$ cat src/rtl/absmem_pkg.sv
package absmem_pkg;

  typedef enum logic [2:0] {
    ERR_NONE    = 3'd0,
    ERR_NOTSUP  = 3'd2,
    ERR_HALTRES = 3'd4
  } err_e;

  localparam int SEQ_MAX = 11;
  localparam int STEP_W  = $clog2(SEQ_MAX + 1);

  localparam logic [4:0]  RX_ZERO = 5'd0;
  localparam logic [4:0]  RX_S0   = 5'd8;
  localparam logic [4:0]  RX_S1   = 5'd9;
  localparam logic [11:0] CSR_SCR0 = 12'h7b2;
  localparam logic [11:0] CSR_SCR1 = 12'h7b3;
  localparam logic [31:0] OP_EBREAK = 32'h0010_0073;

  function automatic logic [31:0] enc_load(logic [4:0] rd, logic [4:0] rs1,
                                           logic [11:0] imm, logic [2:0] f3);
    return {imm, rs1, f3, rd, 7'b0000011};
  endfunction

  function automatic logic [31:0] enc_store(logic [4:0] rs2, logic [4:0] rs1,
                                            logic [11:0] imm, logic [2:0] f3);
    return {imm[11:5], rs2, rs1, f3, imm[4:0], 7'b0100011};
  endfunction

  function automatic logic [31:0] enc_addi(logic [4:0] rd, logic [4:0] rs1,
                                           logic [11:0] imm);
    return {imm, rs1, 3'b000, rd, 7'b0010011};
  endfunction

  function automatic logic [31:0] enc_csrw(logic [11:0] csr, logic [4:0] rs);
    return {csr, rs, 3'b001, 5'd0, 7'b1110011};
  endfunction

  function automatic logic [31:0] enc_csrr(logic [4:0] rd, logic [11:0] csr);
    return {csr, 5'd0, 3'b010, rd, 7'b1110011};
  endfunction

endpackage

$ cat src/rtl/absmem_check.sv
module absmem_check
  import absmem_pkg::*;
(
  input  logic       halted,
  input  logic       virt,
  input  logic [2:0] size,
  input  logic [1:0] xlen_code,
  output err_e       err,
  output logic [1:0] xlen_log
);
  logic xlen_ok;
  logic too_wide;

  always_comb begin
    xlen_ok  = (xlen_code == 2'd1) || (xlen_code == 2'd2);
    xlen_log = (xlen_code == 2'd2) ? 2'd3 : 2'd2;
    too_wide = (size > 3'd3) || (size > {1'b0, xlen_log});
    if (!halted)
      err = ERR_HALTRES;
    else if (virt || !xlen_ok || too_wide)
      err = ERR_NOTSUP;
    else
      err = ERR_NONE;
  end
endmodule

$ cat src/rtl/absmem_encoder.sv
module absmem_encoder
  import absmem_pkg::*;
#(
  parameter logic [11:0] DATA_BASE = 12'h380
) (
  input  logic [STEP_W-1:0] step,
  input  logic              is_write,
  input  logic              postinc,
  input  logic [1:0]        size,
  input  logic [1:0]        xlen_log,
  output logic [31:0]       word
);
  localparam logic [STEP_W-1:0] BODY_AT = STEP_W'(2);
  localparam logic [STEP_W-1:0] INC_AT  = STEP_W'(5);
  localparam logic [STEP_W-1:0] TAIL_NI = STEP_W'(5);
  localparam logic [STEP_W-1:0] TAIL_PI = STEP_W'(8);

  logic [11:0]       arg0, arg1;
  logic [2:0]        xf3, sf3;
  logic [STEP_W-1:0] tail_at;
  logic [STEP_W-1:0] rel;

  always_comb begin
    arg0    = DATA_BASE;
    arg1    = DATA_BASE + (12'd1 << xlen_log);
    xf3     = {1'b0, xlen_log};
    sf3     = {1'b0, size};
    tail_at = postinc ? TAIL_PI : TAIL_NI;
    rel     = '0;
    word    = OP_EBREAK;
    if (step == STEP_W'(0)) begin
      word = enc_csrw(CSR_SCR0, RX_S0);
    end else if (step == STEP_W'(1)) begin
      word = enc_csrw(CSR_SCR1, RX_S1);
    end else if (step < INC_AT) begin
      rel = step - BODY_AT;
      if (is_write) begin
        case (rel)
          STEP_W'(0): word = enc_load(RX_S0, RX_ZERO, arg0, xf3);
          STEP_W'(1): word = enc_load(RX_S1, RX_ZERO, arg1, xf3);
          default:    word = enc_store(RX_S0, RX_S1, 12'd0, sf3);
        endcase
      end else begin
        case (rel)
          STEP_W'(0): word = enc_load(RX_S0, RX_ZERO, arg1, xf3);
          STEP_W'(1): word = enc_load(RX_S0, RX_S0, 12'd0, sf3);
          default:    word = enc_store(RX_S0, RX_ZERO, arg0, xf3);
        endcase
      end
    end else if (step < tail_at) begin
      rel = step - INC_AT;
      case (rel)
        STEP_W'(0): word = enc_load(RX_S1, RX_ZERO, arg1, xf3);
        STEP_W'(1): word = enc_addi(RX_S1, RX_S1, 12'd1 << size);
        default:    word = enc_store(RX_S1, RX_ZERO, arg1, xf3);
      endcase
    end else begin
      rel = step - tail_at;
      case (rel)
        STEP_W'(0): word = enc_csrr(RX_S0, CSR_SCR0);
        STEP_W'(1): word = enc_csrr(RX_S1, CSR_SCR1);
        default:    word = OP_EBREAK;
      endcase
    end
  end
endmodule

$ cat src/rtl/absmem_ctrl.sv
module absmem_ctrl
  import absmem_pkg::*;
(
  input  logic              clk,
  input  logic              rst_n,
  input  logic              cmd_valid,
  input  err_e              err,
  input  logic              pinc_q,
  input  logic              exec_done,
  output logic              accept,
  output logic              emitting,
  output logic [STEP_W-1:0] step,
  output logic              done,
  output logic              busy,
  output logic              go,
  output err_e              cmderr
);
  typedef enum logic [1:0] {S_IDLE, S_EMIT, S_RUN} state_e;

  state_e            st_q, st_n;
  logic [STEP_W-1:0] step_q, step_n, last_step;
  logic              done_q, done_n, go_q, go_n;
  err_e              err_q, err_n;

  always_comb begin
    accept    = cmd_valid && (st_q == S_IDLE);
    last_step = pinc_q ? STEP_W'(SEQ_MAX - 1) : STEP_W'(SEQ_MAX - 4);
    st_n      = st_q;
    step_n    = step_q;
    done_n    = 1'b0;
    go_n      = go_q;
    err_n     = err_q;
    case (st_q)
      S_IDLE: if (accept) begin
        err_n  = err;
        step_n = '0;
        if (err == ERR_NONE) st_n = S_EMIT;
      end
      S_EMIT: begin
        step_n = step_q + STEP_W'(1);
        if (step_q == last_step) begin
          st_n   = S_RUN;
          done_n = 1'b1;
          go_n   = 1'b1;
        end
      end
      default: if (exec_done) begin
        st_n = S_IDLE;
        go_n = 1'b0;
      end
    endcase
  end

  always_ff @(posedge clk or negedge rst_n) begin
    if (!rst_n) begin
      st_q   <= S_IDLE;
      step_q <= '0;
      done_q <= 1'b0;
      go_q   <= 1'b0;
      err_q  <= ERR_NONE;
    end else begin
      st_q   <= st_n;
      step_q <= step_n;
      done_q <= done_n;
      go_q   <= go_n;
      err_q  <= err_n;
    end
  end

  assign emitting = (st_q == S_EMIT);
  assign step     = step_q;
  assign done     = done_q;
  assign busy     = (st_q == S_RUN);
  assign go       = go_q;
  assign cmderr   = err_q;

  AST_EMIT_NOT_BUSY: assert property (@(posedge clk) disable iff (!rst_n)
    emitting |-> !busy);
  AST_DONE_PULSE: assert property (@(posedge clk) disable iff (!rst_n)
    done |=> !done);
  AST_DONE_FLAGS: assert property (@(posedge clk) disable iff (!rst_n)
    done |-> (busy && go && cmderr == ERR_NONE));
  AST_ERR_QUIET: assert property (@(posedge clk) disable iff (!rst_n)
    (cmderr != ERR_NONE) |-> !emitting);
  AST_STEP_SEQ: assert property (@(posedge clk) disable iff (!rst_n)
    (emitting && $past(emitting)) |-> (step == $past(step) + STEP_W'(1)));
endmodule

$ cat src/rtl/absmem_seq_gen.sv
module absmem_seq_gen
  import absmem_pkg::*;
#(
  parameter logic [11:0] DATA_BASE = 12'h380
) (
  input  logic              clk,
  input  logic              rst_n,
  input  logic              cmd_valid,
  input  logic [2:0]        cmd_size,
  input  logic              cmd_postinc,
  input  logic              cmd_virtual,
  input  logic              cmd_write,
  input  logic              hart_halted,
  input  logic [1:0]        xlen_code,
  input  logic              exec_done,
  output logic              buf_we,
  output logic [STEP_W-1:0] buf_idx,
  output logic [31:0]       buf_wdata,
  output logic              seq_done,
  output logic              busy,
  output logic              go,
  output logic [2:0]        cmderr
);
  err_e              chk_err, err_q;
  logic [1:0]        xlog_c, xlog_q, size_q;
  logic              write_q, pinc_q, accept, emitting;
  logic [STEP_W-1:0] step;

  absmem_check u_check (
    .halted(hart_halted), .virt(cmd_virtual), .size(cmd_size),
    .xlen_code(xlen_code), .err(chk_err), .xlen_log(xlog_c)
  );

  always_ff @(posedge clk or negedge rst_n) begin
    if (!rst_n) begin
      size_q  <= '0;
      write_q <= 1'b0;
      pinc_q  <= 1'b0;
      xlog_q  <= 2'd2;
    end else if (accept) begin
      size_q  <= cmd_size[1:0];
      write_q <= cmd_write;
      pinc_q  <= cmd_postinc;
      xlog_q  <= xlog_c;
    end
  end

  absmem_ctrl u_ctrl (
    .clk(clk), .rst_n(rst_n), .cmd_valid(cmd_valid), .err(chk_err),
    .pinc_q(pinc_q), .exec_done(exec_done), .accept(accept),
    .emitting(emitting), .step(step), .done(seq_done), .busy(busy),
    .go(go), .cmderr(err_q)
  );

  absmem_encoder #(.DATA_BASE(DATA_BASE)) u_enc (
    .step(step), .is_write(write_q), .postinc(pinc_q), .size(size_q),
    .xlen_log(xlog_q), .word(buf_wdata)
  );

  assign buf_we  = emitting;
  assign buf_idx = step;
  assign cmderr  = err_q;

  AST_HALT_ERR: assert property (@(posedge clk) disable iff (!rst_n)
    (accept && !hart_halted) |=> (cmderr == 3'd4 && !buf_we));
  AST_VIRT_ERR: assert property (@(posedge clk) disable iff (!rst_n)
    (accept && hart_halted && cmd_virtual) |=> (cmderr == 3'd2 && !buf_we));
  AST_FIRST_IDX: assert property (@(posedge clk) disable iff (!rst_n)
    $rose(buf_we) |-> (buf_idx == '0));
endmodule

$ cat config.mk
export PLATFORM = sky130hd
export DESIGN_NAME = absmem_seq_gen
export DESIGN_NICKNAME = d
export VERILOG_FILES = /design/src/rtl/absmem_pkg.sv /design/src/rtl/absmem_check.sv /design/src/rtl/absmem_encoder.sv /design/src/rtl/absmem_ctrl.sv /design/src/rtl/absmem_seq_gen.sv
export SDC_FILE = /design/constraint.sdc
export NUM_CORES = 1
export LEC_CHECK = 0
export BUFFER_PORTS_ARGS = -buffer_cell sky130_fd_sc_hd__buf_2
export CAP_MARGIN = 20
export CORE_ASPECT_RATIO = 1.25
export CORE_MARGIN = 3
export CORE_UTILIZATION = 44
export CTS_CLUSTER_DIAMETER = 60
export CTS_CLUSTER_SIZE = 10
export DETAILED_ROUTE_END_ITERATION = 16
export PLACE_DENSITY = 0.72
export SYNTH_ARGS = -nofsm -noshare
export SYNTH_HDL_FRONTEND = slang
export SYNTH_HIERARCHICAL = 1
export SYNTH_SLANG_ARGS = --single-unit
$ cat constraint.sdc
create_clock -name clk -period 2.6 [get_ports clk]
set_input_delay 0.26 -clock clk [delete_from_list [all_inputs] [get_ports clk]]
set_output_delay 0.26 -clock clk [all_outputs]
set_load 0.01 [all_outputs]
==> summary.txt <==
Status = finished with violations
Failing checks = negative setup slack
Synth Cell Area = 1720 sq um
Register area share after synthesis = 24.8%
Clock Power Share = 6.1%
H-tree lvl count = 1
Dominant synthesized flop cell = dfrtp_1
Die Span X = 62.0 um
Fin crit period = 2.69 ns
Worst Path Arrival = 2.43 ns
CP Class = flop to output port
First-pass GRT wire length = 7050 um
Synth Instances = 201
Detailed placer's ending HPWL = 3260 um
Routability cong. = 0.935
Synth-to-layout area growth = 24.2%
CTS max path bufs = 2
Number of nets in the layout = 276
Reg2Reg Depth = 2
Worst-Margin Slew = 0.767 ns
Sw frac = 49.2%
Setup slack, reg-to-reg = 0.99 ns
Post-synth top area cell = dfrtp_1
Setup TNS = -0.176 ns
Clk_lat worst skew = 0.25 ns
Final wirelength = 4420 um
Hold Crit Class = primary input to flop
Average size of a mapped cell = 8.57 sq um
Vias per cell = 5.48
Worst r2r dst = xlog_q[0]
Synth unique cells = 55
Normalized max-slew margin = 48.8%
Crit-path max FO = 6
Fraction of registers with async set/reset = 100%
Gr ovfl total = 0
Core area = 3630 sq um
Synth area leaders = dfrtp_1 23%, mux2_4 7.8%, buf_4 7.4%
Drt first pass iters = 4
Ratio of cells with drive above 1 in the final layout = 42.9%
Max-Cap Viols = 0
CTS tree = built
Die ar. = 4700 sq um
Max IR drop VDD = 671 uV
Yosys top cell area share = 23.3%
Reg clk slew, reported paths = 0.06 ns
# clock sinks = 17
Tot Pwr = 3.14 mW
Antenna Cells = 0
Crit end category = output port
Final Hold Fails = 0
Clock Skews = 0.00635 ns
Num rows = 24
Dpl ws = 0.102 ns
Hold EP = u_ctrl/st_q[0]
Int Pwr = 1.60 mW
Cell Chain, Critical Path = inv_2, ha_2, o21ai_0, and4b_1, or2_1, buf_4, o311ai_1, a311o_1, buf_2
Leakage dissipation = 1.03 nW
Initial antenna violation count = 0
# port buffers = 44
Post-DP Area = 1920 sq um
Critical Path Source Type = flop
Post-DR wirelength/cell = 14.5 um
# DRC = 0
Psw = 1.55 mW
Slew Limit Fails = 0
Max incr delay on CP = 0.43 ns
Final Cell Area = 2140 sq um
GRT Util Overall = 19.0%
Fin cells = 304
Vias = 1665
Sequential power share = 18.7%
Hold Startpoint = exec_done
I/O pin cnt = 56
Final setup viols = 3
Post-synth EDFFs = 0
CTS buffer count = 3
Fmax = 0.371 GHz
Cell count after placement = 289
RSZ-0062 raised after global routing = true
Yosys warnings = 6
Largest net degree at the start of global routing = 18
Worst Path Required = 2.34 ns
Antenna Violating Nets Remaining = 0
Final worst-path cycle share = 104%
CTS root buf = clkbuf_8
Worst r2r src = u_ctrl/st_q[0]
CP max stage cell = dfrtp_2
Initial DRC Count = 63
Starting density of the core = 47.4%
Register bit total from synthesis = 17
Gate power share = 75.2%
Vias in the first global route = 1581
Die Height = 75.9 um
Hold path cells = 2
Final WS setup = -0.0920 ns
PD cells = 1470 nW/um^2
==> layer usage <==
metal  vias up  GRT usage, %  wire length [um]  share of wire [%]
met5         -             0                 0                  0
met4         0          10.2               155                3.5
met3        15          1.36               238                5.4
met2        57          31.2              2260                 51
met1       803          23.4              1770                 40
li1        790             -                 -                  -
==> cell usage after synthesis (3+ instances only) <==
master,n
nor3_1,6
dfrtp_1,16
mux2_4,9
conb_1,4
ha_1,10
nand2_1,12
or2_2,3
nand2b_1,4
a211oi_1,3
nand3_1,8
o21ai_0,16
nor2_1,9
xor2_1,3
o22ai_1,3
buf_4,17
clkbuf_1,3
buf_6,4
and3_1,3
a211o_1,3
nor2b_1,5
a21oi_1,6
inv_1,10
==> metrics by stage <==
| stage | utilization [%] | hold slack, ns |
|---|---|---|
| global route | 58.8 | 0.215 |
| detailed placement | 52.9 | 0.197 |
| global placement | 52.9 | 0.198 |
| finish | 58.8 | 0.206 |
| floorplan | - | -0.0356 |
| CTS | 56.2 | 0.202 |
==> placed cells by master, fill, tap and decap left out, types with 4 or more instances in the layout <==
| cell | n |
|---|---|
| buf_2 | 44 |
| buf_4 | 20 |
| dfrtp_1 | 13 |
| conb_1 | 13 |
| nand2_1 | 12 |
| o21ai_0 | 11 |
| mux2_4 | 9 |
| inv_1 | 8 |
| nor2_1 | 8 |
| nand3_1 | 8 |
| ha_1 | 7 |
| a21oi_1 | 6 |
| nor3_1 | 5 |
| inv_2 | 4 |
| nand2b_1 | 4 |
| nor2b_1 | 4 |
| o21ai_2 | 4 |
==> sequential cells by signal (all words and copies together), names as in the netlist <==
name	cells
u_ctrl/step	4
u_ctrl/done	1
u_ctrl/go	1
size_q	2
xlog_q	2
write_q	1
u_ctrl/cmderr	3
pinc_q	1
u_ctrl/st_q	2
==> final cells by class <==
type	instances	area [sq um]
fillers	323	1500
multi-input cells	154	1170
flip-flops and latches	17	430
repair buffers	65	380
well taps	52	65.1
clock buffers	4	45.0
inverters	12	45.0
==> cell families after synthesis <==
family | after synthesis | share of synthesized area (%)
DFF | 17 | 24.8
xor gates and xnor gates | 4 | 2.04
AOI/OAI and AO/OA | 48 | 18.8
other | 4 | 0.872
muxes | 11 | 9.01
buffers and inverters | 39 | 14.1
and+or+nand+nor | 68 | 23.1
adders and majority gates | 10 | 7.27
==> worst max path at each step <==
stage | start | endpoint | cells after the start
after detailed placement | u_ctrl/step[1] | buf_wdata[12] | 8
after CTS | u_ctrl/step[1] | buf_wdata[12] | 8
after floorplan | u_ctrl/step[0] | buf_wdata[28] | 10
after global routing | u_ctrl/step[1] | buf_wdata[20] | 9
after global placement | u_ctrl/step[1] | buf_wdata[12] | 8
final | u_ctrl/step[1] | buf_wdata[20] | 9
==> critical path, delay by kind of cell (launching register included) <==
| kind | cells | cell delay [ns] |
|---|---|---|
| buffers and inverters | 3 | 0.36 |
| flip-flops | 1 | 0.43 |
| AND/OR/NAND/NOR | 2 | 0.45 |
| adder cells (fa/ha/maj) | 1 | 0.21 |
| AO/OA/AOI/OAI | 3 | 0.72 |
==> power groups by stage <==
stage | combinational, mW | sequential, mW | clock [mW]
6_report | 2.36 | 0.587 | 0.193
5_1_grt | 2.61 | 0.605 | 0.208
4_1_cts | 2.16 | 0.572 | 0.199
3_5_place_dp | 2.07 | 0.577 | 0
3_3_place_gp | 2.07 | 0.579 | 0
2_1_floorplan | 1.49 | 0.557 | 0
==> what timing repair did <==
action                                  in CTS  in global routing
setup buffers                                5                  5
endpoints found under the setup margin       9                 10
hold buffers                                 1                  0
hold endpoints to repair                    16                  0
pin swaps                                    0                  3
gates resized for setup                      7                 19
Note: power is estimated with default switching activity, not from simulation.
